===== src/rtl/sbuf_pkg.sv =====
package sbuf_pkg;
  localparam int LANES = 25;

  typedef enum logic [1:0] {
    MODE_WIDE    = 2'b00,
    MODE_NARROW_A = 2'b10,
    MODE_NARROW_B = 2'b11
  } sbuf_mode_e;

  // lane numbers are 1-based; returns whether that lane is used in the mode
  function automatic logic lane_used(input int lane, input logic narrow, input logic bsel);
    logic r;
    if (!narrow)
      r = (lane >= 1) && (lane <= 25) && (lane != 1) && (lane != 4) && (lane != 7);
    else if (!bsel)
      r = (lane >= 2) && (lane <= 14) && (lane != 4) && (lane != 7);
    else
      r = ((lane >= 1) && (lane <= 6)) || (lane == 8) || (lane == 9) ||
          (lane == 10) || (lane == 12) || (lane == 13);
    return r;
  endfunction

  function automatic logic [LANES-1:0] lane_mask(input logic narrow, input logic bsel);
    logic [LANES-1:0] m;
    for (int i = 0; i < LANES; i++) m[i] = lane_used(i + 1, narrow, bsel);
    return m;
  endfunction
endpackage


===== src/rtl/sbuf_mask_gen.sv =====
module sbuf_mask_gen
  import sbuf_pkg::*;
#(
  parameter int W = LANES
) (
  input  logic         narrow,
  input  logic         bsel,
  output logic [W-1:0] mask
);
  for (genvar i = 0; i < W; i++) begin : g_lane
    localparam logic IN_WIDE = lane_used(i + 1, 1'b0, 1'b0);
    localparam logic IN_NA   = lane_used(i + 1, 1'b1, 1'b0);
    localparam logic IN_NB   = lane_used(i + 1, 1'b1, 1'b1);
    always_comb begin
      unique case ({narrow, bsel})
        2'b10:   mask[i] = IN_NA;
        2'b11:   mask[i] = IN_NB;
        default: mask[i] = IN_WIDE;
      endcase
    end
  end
endmodule


===== src/rtl/sbuf_data_bank.sv =====
module sbuf_data_bank #(
  parameter int W = 25
) (
  input  logic         clk,
  input  logic         rst_n,
  input  logic         load,
  input  logic         dup,
  input  logic [W-1:0] mask,
  input  logic [W-1:0] d,
  output logic [W-1:0] qa,
  output logic [W-1:0] qb
);
  logic [W-1:0] held;

  always_ff @(posedge clk or negedge rst_n) begin
    if (!rst_n)    held <= '0;
    else if (load) held <= d & mask;
  end

  assign qa = held;
  assign qb = dup ? held : '0;
endmodule


===== src/rtl/sbuf_ctl_bank.sv =====
module sbuf_ctl_bank #(
  parameter int N = 3
) (
  input  logic         clk,
  input  logic         rst_n,
  input  logic         dup,
  input  logic [N-1:0] d,
  output logic [N-1:0] qa,
  output logic [N-1:0] qb
);
  logic [N-1:0] r;

  for (genvar i = 0; i < N; i++) begin : g_bit
    always_ff @(posedge clk or negedge rst_n) begin
      if (!rst_n) r[i] <= 1'b0;
      else        r[i] <= d[i];
    end
    assign qa[i] = r[i];
    assign qb[i] = dup & r[i];
  end
endmodule


===== src/rtl/sbuf_cs_gated.sv =====
module sbuf_cs_gated
  import sbuf_pkg::*;
#(
  parameter int W = LANES
) (
  input  logic         clk,
  input  logic         rst_n,
  input  logic         cfg_narrow,
  input  logic         cfg_bsel,
  input  logic         sel_dev_n,
  input  logic         sel_rank_n,
  input  logic [W-1:0] d_in,
  input  logic         cke_in,
  input  logic         odt_in,
  output logic [W-1:0] q_a,
  output logic [W-1:0] q_b,
  output logic         cke_a,
  output logic         cke_b,
  output logic         odt_a,
  output logic         odt_b,
  output logic         cs_a,
  output logic         cs_b
);
  localparam int NCTL = 3;

  logic [W-1:0]    mask;
  logic            load;
  logic [NCTL-1:0] ctl_d, ctl_a, ctl_b;

  assign load  = ~(sel_dev_n & sel_rank_n);
  assign ctl_d = {sel_dev_n, odt_in, cke_in};

  sbuf_mask_gen #(.W(W)) u_mask (
    .narrow(cfg_narrow), .bsel(cfg_bsel), .mask(mask)
  );

  sbuf_data_bank #(.W(W)) u_data (
    .clk(clk), .rst_n(rst_n), .load(load), .dup(cfg_narrow),
    .mask(mask), .d(d_in), .qa(q_a), .qb(q_b)
  );

  sbuf_ctl_bank #(.N(NCTL)) u_ctl (
    .clk(clk), .rst_n(rst_n), .dup(cfg_narrow),
    .d(ctl_d), .qa(ctl_a), .qb(ctl_b)
  );

  assign {cs_a, odt_a, cke_a} = ctl_a;
  assign {cs_b, odt_b, cke_b} = ctl_b;
endmodule


===== config.mk =====
export PLATFORM = sky130hd
export DESIGN_NAME = sbuf_cs_gated
export DESIGN_NICKNAME = d
export VERILOG_FILES = /design/src/rtl/sbuf_pkg.sv /design/src/rtl/sbuf_mask_gen.sv /design/src/rtl/sbuf_data_bank.sv /design/src/rtl/sbuf_ctl_bank.sv /design/src/rtl/sbuf_cs_gated.sv
export SDC_FILE = /design/constraint.sdc
export NUM_CORES = 1
export LEC_CHECK = 0
export ABC_AREA = 1
export BUFFER_PORTS_ARGS = -buffer_cell sky130_fd_sc_hd__buf_2
export CORE_ASPECT_RATIO = 0.6
export CORE_MARGIN = 4
export CORE_UTILIZATION = 25
export DETAILED_ROUTE_END_ITERATION = 16
export PLACE_DENSITY = 0.6
export SETUP_SLACK_MARGIN = 0.5
export SYNTH_ARGS = -nofsm -noshare
export SYNTH_HDL_FRONTEND = slang
export SYNTH_SLANG_ARGS = --single-unit

===== constraint.sdc =====
create_clock -name clk -period 1.1 [get_ports clk]
set_input_delay 0.275 -clock clk [delete_from_list [all_inputs] [get_ports clk]]
set_output_delay 0.275 -clock clk [all_outputs]
set_load 0.005 [all_outputs]

==> impl_metrics.ini <==
[timing]
skew_ns = 0
hold-worst-slack_ns = -0.0141
period_share = 1.07
setup_ws_ns = -0.0755
timing.fmax_ghz = 0.851
fin_tns_setup_ns = -1.50
slew_viol_final = 0
setup_viol = 28
grt_setup_unrepaired = yes
finalCriticalPeriod_ns = 1.18
final_hold_viol_count = 17

[flow_run]
drv_cap = 0

[finish]
multi_input_comb_area_um2 = 543
drive_gt1_frac = 0.472
final_net_count = 303
synthToLayoutAreaGrowth_pct = 66.5
fillCellCount = 498
postLayoutCoreUtil = 0.448
fin_cells = 332
num_antenna_cells = 0
regArea_um2 = 676

[synthesis]
synth_top_area_share = 0.525
synthFlopType = dfrtp_1
yosysTopAreaCell = dfrtp_1
synth_edf_count = 0
netlist_top_cells_area = dfrtp_1, nand2_1, inv_1
ys_types = 12
yosys_warnings = 0
yosysMostFrequentCell = nand2_1
synth_commonest_cells = nand2_1, inv_1, dfrtp_1
syn_inst = 172
ys_seq_area_frac = 0.525
syn_area_per_cell_um2 = 7.48
synth-seq-cells = 27
syn_area_um2 = 1290
async_flop_share = 1.00

[clock_tree]
cts_tree = built
worst_skew_pair.late_latency_ns = 0.27
numCtsBuffers = 3
h-tree-depth = 1
root_buffer = clkbuf_8
cts_num_sinks = 27
cts_buffer_depth = 2
clk_pin_slew_ns = 0.10

[power]
p_comb_frac = 0.246
swShare = 0.289
peakVddDrop_uv = 592
clockPowerShare = 0.256
internal_power_w = 0.00160
switchingPower_w = 0.000651
seq_power_share = 0.498
p_leak_nw = 1.41
p_per_area_nw_per_um2 = 1050

[placed_design]
place_inst = 314
io_buffers = 85
gp_congestion = 0.710
dp_hpwl_um = 2560

[floorplanning]
core_area_um2 = 4780
fp.dieH_um = 63.6
chipWidth_um = 101
start_util = 0.269
dieArea_um2 = 6390
num_rows = 19
ioPinCount = 89

[worst_setup_path]
critPathTopFamily = flip-flops
r2r_setup_slack_ns = 0.36
cp-start-kind = flop
crit_slowest_cell = dfrtp_1
crit_chain = nand2_1 > inv_1 > buf_2
crit_buf_inv = 2
crit_arrival_ns = 0.90
critical_path_class = reg -> out
cp_slowest_stage_delay_ns = 0.42
end_kind = output port
cp.required_ns = 0.82
worstPathMaxFanout = 3

[worst_hold_path]
hold_path.class = in -> async

[route]
drtAntennaViolNets = 0
drtIter0Drc = 22
vias = 1330
via_per_inst = 4.01
wl_um = 4290
wl_per_cell_um = 12.9
drc = 0
first_pass_iters = 4

[grt]
grt_pass1_wl_um = 7020
grt_usage = 0.142
antenna_found_initial = 0
grt_max_degree = 28
grt_pass1_vias = 1380
grt-ovfl-total = 0

[status]
violations = hold timing, setup timing
status = complete, but fails checks
## layer usage
layer | up-vias | share of wire | global-route usage
met5 | - | 0 | 0
met4 | 0 | 0.0026 | 0.0151
met3 | 2 | 0.070 | 0.0397
met2 | 51 | 0.45 | 0.230
met1 | 585 | 0.48 | 0.194
li1 | 692 | - | -
## worst reg2reg max path, cell delays in order, from the launching register on
cell and delay, ns:
dfrtp_1 0.41, buf_4 0.14, nand2_2 0.05, nand2_1 0.04
## power by group through the flow
| stage | logic [W] | clock network, W | registers [W] |
|---|---|---|---|
| finish | 0.000553 | 0.000576 | 0.00112 |
| CTS | 0.000543 | 0.000605 | 0.00112 |
| floorplan | 0.000195 | 0 | 0.00114 |
| global route | 0.000626 | 0.000638 | 0.00113 |
| global placement | 0.000413 | 0 | 0.00114 |
| detailed placement | 0.000420 | 0 | 0.00114 |
## path summary, 6_finish.rpt
path                              startpoint       endpoint  depth (start not counted)
worst min register to register  u_data.qa[1]   u_data.qa[1]                          2
worst max-delay path            u_data.qa[9]         q_b[9]                          3
max in group asynchronous              rst_n  u_data.qa[20]                          2
worst min-delay path                   rst_n   u_data.qa[7]                          2
worst max register to register  u_data.qa[4]   u_data.qa[4]                          3
min in group clk                      odt_in    u_ctl.qa[1]                          1
## cell families after synthesis
logic type / Yosys count / synth area share
other: 1 / 0.00292
DFF: 27 / 0.525
buffers and inverters: 41 / 0.151
and+or+nand+nor: 103 / 0.321
## final cells by class
type                       count  area share
clock buffer                   4      0.0210
inverter                      31      0.0660
multi-input combinational    107       0.254
sequential                    27       0.315
tap                           63      0.0368
timing repair buffer          98       0.294
timing repair inverter         2      0.0129
## flip-flops by register name, summed over array words and instances, names as in the netlist
register / flops
u_data.qa: 24
u_ctl.qa: 3
## through the flow
step                      total power (W)  worst slack (ns)  area (um2)
after global placement            0.00155            0.0368        1790
after CTS                         0.00227           -0.0896        2090
after floorplan                   0.00134             0.224        1350
final                             0.00225           -0.0755        2140
after detailed placement          0.00156            0.0246        1790
after global routing              0.00240            -0.169        2140
## repair_timing
action                                 4_1_cts  5_1_grt
gates cloned                                 6        0
endpoints found under the hold margin       14        0
setup buffers                                7        1
pin swaps                                   39       14
setup endpoints to repair                   78       78
gates resized for setup                     28       14
## placed cells by master, fill, tap and decap left out
| cell type | synthesis | final |
|---|---|---|
| buf_2 | 3 | 82 |
| nand2_1 | 86 | 78 |
| inv_1 | 30 | 29 |
| dfrtp_1 | 27 | 27 |
| nand2_2 | 1 | 8 |
| nand3_2 | 0 | 7 |
| buf_6 | 2 | 6 |
| nand3_1 | 13 | 5 |
| buf_4 | 5 | 5 |
| clkbuf_8 | 0 | 3 |
| buf_12 | 0 | 3 |
| nand2_8 | 0 | 2 |
| inv_12 | 0 | 2 |
| conb_1 | 1 | 2 |
| nand2_4 | 1 | 2 |
| buf_16 | 0 | 2 |
| nand3_4 | 0 | 1 |
| nor2_2 | 0 | 1 |
| nor2_4 | 0 | 1 |
| clkbuf_1 | 0 | 1 |
| inv_8 | 0 | 1 |
| clkinv_8 | 0 | 1 |
Power figures use the tool's default switching activity.
